## src/rtl/flash_isp_pkg.sv

```systemverilog
package flash_isp_pkg;

    typedef enum logic [1:0] {
        CMD_READ  = 2'd0,
        CMD_PROG  = 2'd1,
        CMD_ERASE = 2'd2,
        CMD_BAD   = 2'd3
    } isp_cmd_e;

    typedef enum logic [2:0] {
        OFF_CTRL = 3'd0,
        OFF_CMD  = 3'd1,
        OFF_ADDR = 3'd2,
        OFF_DATA = 3'd3,
        OFF_GO   = 3'd4
    } isp_off_e;

    typedef struct packed {
        logic upd_cfg;
        logic upd_boot;
        logic upd_main;
        logic en;
    } isp_ctrl_t;

    localparam int FAIL_BIT = 6;

    // Decide whether a request must be refused before it starts.
    function automatic logic isp_reject(
        input isp_ctrl_t   c,
        input isp_cmd_e    k,
        input int unsigned a,
        input int unsigned n_main,
        input int unsigned n_boot,
        input int unsigned n_cfg
    );
        if (!c.en)                          return 1'b1;
        if (k == CMD_BAD)                   return 1'b1;
        if (a >= n_main + n_boot + n_cfg)   return 1'b1;
        if (k == CMD_READ)                  return 1'b0;
        if (a < n_main)                     return !c.upd_main;
        if (a < n_main + n_boot)            return !c.upd_boot;
        return !c.upd_cfg;
    endfunction

endpackage

```

## src/rtl/isp_mem_model.sv

```systemverilog
module isp_mem_model
    import flash_isp_pkg::*;
#(
    parameter int DW         = 32,
    parameter int AW         = 8,
    parameter int WORDS      = 52,
    parameter int PAGE_WORDS = 4
) (
    input  logic          clk,
    input  logic          rst,
    input  logic [AW-1:0] addr,
    input  logic          prog_en,
    input  logic [DW-1:0] prog_data,
    input  logic          erase_en,
    output logic [DW-1:0] rdata
);
    localparam int IW = $clog2(WORDS);
    localparam int PB = $clog2(PAGE_WORDS);

    logic [DW-1:0] mem [WORDS];
    logic          in_range;

    assign in_range = (32'(addr) < WORDS);
    assign rdata    = in_range ? mem[addr[IW-1:0]] : '1;

    for (genvar w = 0; w < WORDS; w++) begin : g_word
        localparam logic [AW-1:0] WADDR = AW'(w);
        logic hit_word;
        logic hit_page;
        assign hit_word = (addr == WADDR);
        assign hit_page = (addr[AW-1:PB] == WADDR[AW-1:PB]);

        always_ff @(posedge clk) begin
            if (rst) begin
                mem[w] <= '1;
            end else if (erase_en && hit_page) begin
                mem[w] <= '1;
            end else if (prog_en && hit_word) begin
                mem[w] <= mem[w] & prog_data;
            end
        end
    end

    // programming never turns a 0 bit into 1
    a_r4_only_clears: assert property (@(posedge clk) disable iff (rst)
        (prog_en && !erase_en) |=> ((rdata & ~$past(rdata)) == '0));

endmodule

```

## src/rtl/isp_seq.sv

```systemverilog
module isp_seq
    import flash_isp_pkg::*;
#(
    parameter int AW         = 8,
    parameter int MAIN_WORDS = 32,
    parameter int BOOT_WORDS = 16,
    parameter int CFG_WORDS  = 4,
    parameter int SHORT_CYC  = 2,
    parameter int LONG_CYC   = 6
) (
    input  logic          clk,
    input  logic          rst,
    input  logic          start_req,
    input  isp_ctrl_t     ctrl,
    input  isp_cmd_e      cmd,
    input  logic [AW-1:0] addr,
    output logic          go,
    output logic          done,
    output logic          fail_set,
    output isp_cmd_e      op
);
    localparam int CW = $clog2(LONG_CYC + 1);

    logic [CW-1:0] cnt;
    logic          reject;

    assign reject   = isp_reject(ctrl, cmd, 32'(addr),
                                 MAIN_WORDS, BOOT_WORDS, CFG_WORDS);
    assign done     = go && (cnt == '0);
    assign fail_set = start_req && !go && reject;

    always_ff @(posedge clk) begin
        if (rst) begin
            go  <= 1'b0;
            cnt <= '0;
            op  <= CMD_READ;
        end else if (!go) begin
            if (start_req && !reject) begin
                go  <= 1'b1;
                op  <= cmd;
                cnt <= (cmd == CMD_ERASE) ? CW'(LONG_CYC - 1) : CW'(SHORT_CYC - 1);
            end
        end else if (cnt == '0) begin
            go <= 1'b0;
        end else begin
            cnt <= cnt - 1'b1;
        end
    end

    // the start bit drops right after the final busy cycle
    a_r6_go_selfclear: assert property (@(posedge clk) disable iff (rst)
        (go && cnt == '0) |=> !go);

    // a refused request never begins
    a_r7_reject_no_start: assert property (@(posedge clk) disable iff (rst)
        (!go && start_req && reject) |=> !go);

endmodule

```

## src/rtl/isp_regs.sv

```systemverilog
module isp_regs
    import flash_isp_pkg::*;
#(
    parameter int DW = 32,
    parameter int AW = 8
) (
    input  logic          clk,
    input  logic          rst,
    input  logic          prot_open,
    input  logic          wr,
    input  logic [2:0]    off,
    input  logic [DW-1:0] wdata,
    input  logic          busy,
    input  logic          done,
    input  isp_cmd_e      op,
    input  logic          fail_set,
    input  logic [DW-1:0] mem_rdata,
    output isp_ctrl_t     ctrl,
    output isp_cmd_e      cmd,
    output logic [AW-1:0] addr,
    output logic [DW-1:0] data,
    output logic          fail,
    output logic          start_req,
    output logic [DW-1:0] rdata
);
    logic wr_ok;
    logic fail_clr;

    assign wr_ok     = wr && !busy;
    assign start_req = wr_ok && (off == OFF_GO) && wdata[0];
    assign fail_clr  = wr_ok && (off == OFF_CTRL) && wdata[FAIL_BIT];

    always_ff @(posedge clk) begin
        if (rst) begin
            ctrl <= '0;
            cmd  <= CMD_READ;
            addr <= '0;
            data <= '0;
            fail <= 1'b0;
        end else begin
            if (wr_ok && off == OFF_CTRL && prot_open)
                ctrl <= isp_ctrl_t'(wdata[3:0]);
            if (wr_ok && off == OFF_CMD)
                cmd <= isp_cmd_e'(wdata[1:0]);
            if (wr_ok && off == OFF_ADDR)
                addr <= wdata[AW-1:0];
            if (done && op == CMD_READ)
                data <= mem_rdata;
            else if (wr_ok && off == OFF_DATA)
                data <= wdata;
            if (fail_set)
                fail <= 1'b1;
            else if (fail_clr)
                fail <= 1'b0;
        end
    end

    always_comb begin
        rdata = '0;
        case (off)
            OFF_CTRL: begin
                rdata[3:0]      = ctrl;
                rdata[FAIL_BIT] = fail;
            end
            OFF_CMD:  rdata[1:0]    = cmd;
            OFF_ADDR: rdata[AW-1:0] = addr;
            OFF_DATA: rdata         = data;
            OFF_GO:   rdata[0]      = busy;
            default:  rdata         = '0;
        endcase
    end

    // protected bits hold unless a write arrives with the lock open
    a_r2_ctrl_locked: assert property (@(posedge clk) disable iff (rst)
        !(wr && prot_open) |=> $stable(ctrl));

    // a refused request raises the flag
    a_r7_fail_on_reject: assert property (@(posedge clk) disable iff (rst)
        fail_set |=> fail);

    // the flag falls only through the clear write
    a_r8_fail_sticky: assert property (@(posedge clk) disable iff (rst)
        (fail && !(wr && off == OFF_CTRL && wdata[FAIL_BIT])) |=> fail);

    // the address cannot move while busy
    a_r9_addr_frozen: assert property (@(posedge clk) disable iff (rst)
        busy |=> $stable(addr));

endmodule

```

## src/rtl/flash_isp_ctrl.sv

```systemverilog
module flash_isp_ctrl
    import flash_isp_pkg::*;
#(
    parameter int DW         = 32,
    parameter int AW         = 8,
    parameter int MAIN_WORDS = 32,
    parameter int BOOT_WORDS = 16,
    parameter int CFG_WORDS  = 4,
    parameter int PAGE_WORDS = 4,
    parameter int SHORT_CYC  = 2,
    parameter int LONG_CYC   = 6
) (
    input  logic          clk,
    input  logic          rst,
    input  logic          prot_open,
    input  logic          reg_wr,
    input  logic [2:0]    reg_off,
    input  logic [DW-1:0] reg_wdata,
    output logic [DW-1:0] reg_rdata,
    output logic          cpu_stall
);
    localparam int WORDS = MAIN_WORDS + BOOT_WORDS + CFG_WORDS;

    isp_ctrl_t     ctrl;
    isp_cmd_e      cmd;
    isp_cmd_e      op;
    logic [AW-1:0] addr;
    logic [DW-1:0] data;
    logic [DW-1:0] mem_rdata;
    logic          fail;
    logic          start_req;
    logic          go;
    logic          done;
    logic          fail_set;

    assign cpu_stall = go;

    isp_regs #(.DW(DW), .AW(AW)) u_regs (
        .clk       (clk),
        .rst       (rst),
        .prot_open (prot_open),
        .wr        (reg_wr),
        .off       (reg_off),
        .wdata     (reg_wdata),
        .busy      (go),
        .done      (done),
        .op        (op),
        .fail_set  (fail_set),
        .mem_rdata (mem_rdata),
        .ctrl      (ctrl),
        .cmd       (cmd),
        .addr      (addr),
        .data      (data),
        .fail      (fail),
        .start_req (start_req),
        .rdata     (reg_rdata)
    );

    isp_seq #(
        .AW(AW), .MAIN_WORDS(MAIN_WORDS), .BOOT_WORDS(BOOT_WORDS),
        .CFG_WORDS(CFG_WORDS), .SHORT_CYC(SHORT_CYC), .LONG_CYC(LONG_CYC)
    ) u_seq (
        .clk       (clk),
        .rst       (rst),
        .start_req (start_req),
        .ctrl      (ctrl),
        .cmd       (cmd),
        .addr      (addr),
        .go        (go),
        .done      (done),
        .fail_set  (fail_set),
        .op        (op)
    );

    isp_mem_model #(
        .DW(DW), .AW(AW), .WORDS(WORDS), .PAGE_WORDS(PAGE_WORDS)
    ) u_mem (
        .clk       (clk),
        .rst       (rst),
        .addr      (addr),
        .prog_en   (done && op == CMD_PROG),
        .prog_data (data),
        .erase_en  (done && op == CMD_ERASE),
        .rdata     (mem_rdata)
    );

    // the failure flag is never left low after a refusal
    a_r7_flag_visible: assert property (@(posedge clk) disable iff (rst)
        fail_set |=> (fail && !cpu_stall));

endmodule

```

## config.mk

```make
export PLATFORM = sky130hd
export DESIGN_NAME = flash_isp_ctrl
export DESIGN_NICKNAME = d
export VERILOG_FILES = /design/src/rtl/flash_isp_pkg.sv /design/src/rtl/isp_mem_model.sv /design/src/rtl/isp_seq.sv /design/src/rtl/isp_regs.sv /design/src/rtl/flash_isp_ctrl.sv
export SDC_FILE = /design/constraint.sdc
export NUM_CORES = 2
export LEC_CHECK = 0
export ABC_AREA = 1
export BUFFER_PORTS_ARGS = -buffer_cell sky130_fd_sc_hd__buf_2
export CORE_ASPECT_RATIO = 0.6
export CORE_MARGIN = 2
export CORE_UTILIZATION = 24
export CTS_CLUSTER_DIAMETER = 120
export DETAILED_ROUTE_END_ITERATION = 8
export PLACE_DENSITY = 0.36
export SYNTH_ARGS = -nofsm -noshare
export SYNTH_HDL_FRONTEND = slang
export SYNTH_HIERARCHICAL = 1
export SYNTH_SLANG_ARGS = --single-unit
```

## constraint.sdc

```tcl
create_clock -name clk -period 12.65 [get_ports clk]
set_input_delay 3.795 -clock clk [delete_from_list [all_inputs] [get_ports clk]]
set_output_delay 3.795 -clock clk [all_outputs]
set_load 0.02 [all_outputs]
```

## After elaboration in Yosys (flattened, before gate mapping)

Memory sizes are Yosys's and may differ from the RTL's. A register that Yosys moved wholly into a read port is not among the register bits.
Index checks and enable logic that the tools add are counted.

| word-level totals | value |
|---|---|
| memories kept | 1 |
| bits in writable memories | 1664 |
| flip-flop bits (word level) | 53 |

Memory list:

| memory | words | width | rd ports | clocked after Yosys merged registers in | wr ports | line | text |
|---|---|---|---|---|---|---|---|
| u_mem.mem | 52 | 32 | 53 | 1 | 52 | isp_mem_model.sv:20 | `logic [DW-1:0] mem [WORDS];` |

| operators by class | value |
|---|---|
| mux-type cells | 407 |
| add/sub/neg operators | 1 |
| order comparisons | 4 |
| bitwise operators | 157 |
| equality and inequality tests | 72 |
| reduce and logical (&&, ||, !) cells | 97 |

Operator list:

| operator | count |
|---|---|
| 2-to-1 mux 32 bit | 107 |
| AND 32 bit | 52 |
| 2-to-1 mux 1 bit | 287 |
| == test 8 x 6 -> 1 bit (second input constant) | 20 |
| == test 8 x 5 -> 1 bit (second input constant) | 16 |
| bitwise OR 1 bit | 104 |
| logical AND 1 bit | 81 |
| == test 8 x 4 -> 1 bit (second input constant) | 8 |
| == test 8 x 3 -> 1 bit (second input constant) | 4 |
| == test 6 x 4 -> 1 bit (second input constant) | 5 |
| == test 6 x 3 -> 1 bit (second input constant) | 4 |
| less-than comparator 8 x 6 -> 1 bit (second input constant) | 3 |
| 2-to-1 mux 24 bit | 1 |
| == test 8 x 2 -> 1 bit (second input constant) | 2 |
| == test 6 x 2 -> 1 bit (second input constant) | 2 |
| 2-to-1 mux 3 bit | 4 |
| 2-to-1 mux 6 bit | 2 |
| == test 8 x 1 -> 1 bit (second input constant) | 1 |
| >= comparator 8 x 6 -> 1 bit (second input constant) | 1 |
| zero test 8 bit | 1 |
| == test 2 bit (second input constant) | 3 |
| == test 3 x 2 -> 1 bit (second input constant) | 2 |
| == test 6 x 1 -> 1 bit (second input constant) | 1 |
| zero test 3 bit | 2 |
| other kinds (17) | 25 |

## Depth between registers and ports, before layout

| depth | value |
|---|---|
| depth after elaboration | 27 |
| mapped depth | 19 |
| mapped depth without buffers | 15 |

## Hierarchy

The synthesis kept the hierarchy.

Modules (own cells, without submodules):

| module | area each (um^2) | cells each | instances | seq. area each (um^2) |
|---|---|---|---|---|
| isp_mem_model | 83701.5 | 10212 | 1 | 49967.9 |
| isp_regs | 2768.9 | 460 | 1 | 940.9 |
| isp_seq | 414.1 | 64 | 1 | 120.1 |
| flash_isp_ctrl | 15.0 | 4 | 1 | 0.0 |

## Worst setup path before layout

No wires, ideal clock.

| timing path | value |
|---|---|
| kind | in2out |
| from | input reg_off[2] |
| to | output reg_rdata[4] |
| setup slack | 4.184 ns |
| buffers on the path | 1 |
| required time | 8.855 ns |
| cell stages on the path | 4 |
| arrival | 4.671 ns |
| path through | inv_2 nand3_1 clkbuf_1 o21ai_0 |

| between the ends | value |
|---|---|
| cells in the longest elaborated chain, start to end | 2 |
| elaborated cells on any way between the ends | 3 |
| classes of those cells | eq/ne (2); mux (1) |

RTL lines:

| item | line | text |
|---|---|---|
| start, declared | flash_isp_ctrl.sv:17 | `input logic [2:0] reg_off,` |
| == test 3 x 2 -> 1 bit | isp_regs.sv:60 | `case (off)` |
| case mux 2 bit (2 select lines) (*) | isp_regs.sv:60 |  |
| end, declared | flash_isp_ctrl.sv:19 | `output logic [DW-1:0] reg_rdata,` |

Mark *: on every way between the ends. The rest lies on a longest branch, timed or not.

## Worst setup path in the final report

| timing path | value |
|---|---|
| from | input reg_off[2] |
| to | output reg_rdata[6] |

| between the ends | value |
|---|---|
| cells in the longest elaborated chain, start to end | 2 |
| elaborated cells on any way between the ends | 4 |
| classes of those cells | eq/ne (2); mux (1); reduce/logical (1) |

RTL lines:

| item | line |
|---|---|
| == test 3 x 2 -> 1 bit / zero test 3 bit (equally long branches) | isp_regs.sv:60 |
| case mux 1 bit (3 select lines) (*) | isp_regs.sv:60 |

Marks and branches as above.

==> results by group <==
Drt
  • Detailed Routing Iterations Pass 1: 8
  • Avg WL per Cell: 25.4 µm
  • Via count: 73565
  • Final WL: 394000 µm
  • Via density: 4.74
  • DRT antenna net count: 0
  • DRC viols: 0
  • Drt initial violations: 8961

Critical path
  • Critical path's largest stage delay: 320 ps
  • Crit path max-delay family: buffers and inverters
  • Critical-path cell list: buf_2, inv_2, nand3b_1, inv_2, nand2_1, o211ai_1, buf_2
  • Maximum fanout along the worst path: 10
  • Crit path from: reg_off[2]
  • Crit path DAT: 5000 ps
  • FF-to-FF Start: u_regs/addr[1]
  • WP data required: 8850 ps
  • CP Launch Type: primary input
  • Crit path max-delay cell type: nand3b_1
  • Critical path buffers and inverters: 4
  • Kind of critical path: in2out
  • Crit path capture type: output pin

STA
  • Max-slew headroom: 12.4%
  • Final Worst Setup Slack: 3860 ps
  • Clk_skew: 71.1 ps
  • Slew @ Worst Pin: 1310 ps
  • Period utilization: 69.5%
  • Final setup fails: 0
  • Setup_tns: 0 ps
  • Max Slew Vio Count: 0
  • Final hold vios: 0
  • RSZ-0062 raised after global routing: false
  • F_max: 0.114 GHz
  • Minimum clock period: 8790 ps

Power
  • Clk network pwr share: 42.8%
  • Leakage: 32.7 nW
  • Combinational share of power: 7.4%
  • Sequential Power Share: 49.8%
  • Switching share of power: 26.3%
  • Sw power: 3.30 mW
  • Pwr per Cell Area: 128 nW/µm²
  • Peak VDD IR: 0.0937 mV
  • P_int: 9.26 mW
  • Tot Pwr: 12.6 mW

Logic synthesis
  • Largest area contributor in the netlist: edfxtp_1
  • Top cells by count, synth: 6895 x nand2_1, 1664 x edfxtp_1, 409 x o21ai_0, 388 x nor2_1, 329 x inv_1
  • FF+latch count, synth: 1717
  • Most used flip-flop cell after synthesis: edfxtp_1
  • Syn_area_per_cell: 8.09 µm²
  • Number of synthesized flops with an enable pin: 1664
  • Sequential area share after synthesis: 58.7%
  • YS warnings: 6
  • Largest cells by area after synthesis: edfxtp_1 58%, nand2_1 30%, o21ai_0 2.4%
  • Ys async rst share: 0%
  • Synth Instances: 10740
  • Post-synth top area share: 57.5%
  • Mapped Nets: 10781
  • Mapped Area: 86900 µm²
  • Count leader, synth: nand2_1
  • Count of different cell masters after synthesis: 41

Finish
  • Final non-filler cell total: 15529
  • Filler cells: 39488
  • FF+latch area: 51200 µm²
  • Multi-input logic area: 32000 µm²
  • Area grow syn2layout: 12.9%
  • Post-layout util: 27.2%
  • NumNets Final: 10570
  • Share of layout cells above drive strength 1: 6.76%

Clocking
  • Worst-Skew Late Latency: 890 ps
  • H-tree Lvls: 4
  • Post-CTS Setup Bufs: 0
  • Clk buf depth: 4
  • # resized after CTS: 0
  • Cts bufs inserted: 190
  • CTS Root Cell: clkbuf_16
  • Hold-fix buffers, CTS: 0
  • CTS tree: yes
  • Clock transition at path regs: 60 ps
  • CTS Sinks: 1717

Floorplan
  • Initial core utilization: 24.1%
  • Die Wd: 781 µm
  • Placeable Area: 361000 µm²
  • Die height: 470 µm
  • Cell row count: 171
  • Die ar.: 367000 µm²
  • # IOs: 72

Global routing
  • Initial antenna violation count: 36
  • Via count of the first global-routing pass: 67113
  • First-pass GRT wire length: 544000 µm
  • Largest net degree at the start of global routing: 152
  • Total GRT Usage: 20.7%
  • Total congestion overflow: 0

Status
  • Status: finished clean

Place
  • Placer Congestion: 0.855
  • Cells after DPL: 15180
  • Hpwl dp: 240000 µm
  • DP Worst Slack: 3880 ps
  • IO Port Bufs: 71

Worst hold path
  • Min-Delay Startpoint: u_regs/fail
  • Hold crit path type: reg2reg

Flow run
  • Max-Cap Viols: 0
## cell type report
type | count | share of cell area (%)
sequential | 1717 | 52.1
tap | 4844 | 6.18
timing repair buffer | 270 | 2.02
clock inverter | 83 | 0.465
clock buffer | 251 | 5.17
antenna | 14 | 0.0357
inverter | 361 | 1.41
multi-input combinational | 7989 | 32.6
## metrics by stage
stage	hold WS (ps)	cell area [µm²]
after CTS	504	98100
after global placement	493	92500
after floorplan	434	86900
after global routing	544	98100
final	510	98100
after detailed placement	482	92500
## per-layer routing
metal,part of all wire (%),vias to the layer above,wire length (µm),global-route usage (%)
met3,9.5,380,37600,4.55
met1,49,36436,195000,32.8
li1,-,33477,-,-
met2,39,3268,154000,28.3
met5,0.0066,-,26,0
met4,2.0,4,7990,3.96
## cells in the final DEF, fill, tap and decap left out, drive strengths merged, types with 2 or more instances in the layout
master / netlist / routed
dfxtp: 53 / 53
o221ai: 2 / 2
ha: 2 / 2
nor3: 23 / 23
nand3b: 3 / 3
a31oi: 7 / 7
o2111ai: 32 / 32
bufinv: 0 / 3
inv: 360 / 365
or2: 2 / 2
diode: 0 / 14
clkinv: 1 / 76
nor2: 447 / 447
buf: 345 / 270
nand2: 6900 / 6900
a21oi: 7 / 7
edfxtp: 1664 / 1664
o21ai: 479 / 479
nand3: 75 / 75
nand4: 5 / 5
clkbuf: 328 / 251
## worst register-to-register path, delay by kind of cell (launching register included)
kind / cells / cell delay [ps]
buffers and inverters: 4 / 2500
AND/OR/NAND/NOR: 12 / 2390
flip-flops: 1 / 430
## power by group through the flow
stage | logic, mW | clock network (mW) | registers (mW)
6_report | 0.931 | 5.37 | 6.26
3_5_place_dp | 0.923 | 0 | 6.38
5_1_grt | 0.999 | 5.73 | 6.25
2_1_floorplan | 0.471 | 0 | 6.36
4_1_cts | 0.927 | 5.53 | 6.26
3_3_place_gp | 0.927 | 0 | 6.38
## path summary, 6_finish.rpt
| path | endpoint | cells after the start | slack, ps |
|---|---|---|---|
| worst max-delay path | reg_rdata[6] | 7 | 3860 |
| worst min-delay path | u_regs/fail | 2 | 510 |
| worst max register to register | u_regs/data[15] | 16 | 7230 |
| worst min register to register | u_regs/fail | 2 | 510 |
## state kept, by name, indices dropped and copies added (netlist names)
name / flops
u_seq/cnt: 3
u_regs/addr: 8
u_regs/fail: 1
u_regs/cmd: 2
u_seq/go: 1
u_regs/data: 32
u_regs/ctrl: 4
u_mem/mem: 1664
u_seq/op: 2
## cell families (layout without fill, tap and decap cells)
| family | Yosys count | count (layout) | synth area share, % |
|---|---|---|---|
| buffers and inverters | 1034 | 965 | 5.19 |
| AOI/OAI and AO/OA | 530 | 530 | 3.27 |
| adders and majority gates | 2 | 2 | 0.0288 |
| DFF | 1717 | 1717 | 58.7 |
| xor gates and xnor gates | 1 | 1 | 0.0101 |
| and+or+nand+nor | 7456 | 7456 | 32.8 |
| other | 0 | 14 | 0 |
Power figures use the tool's default switching activity.
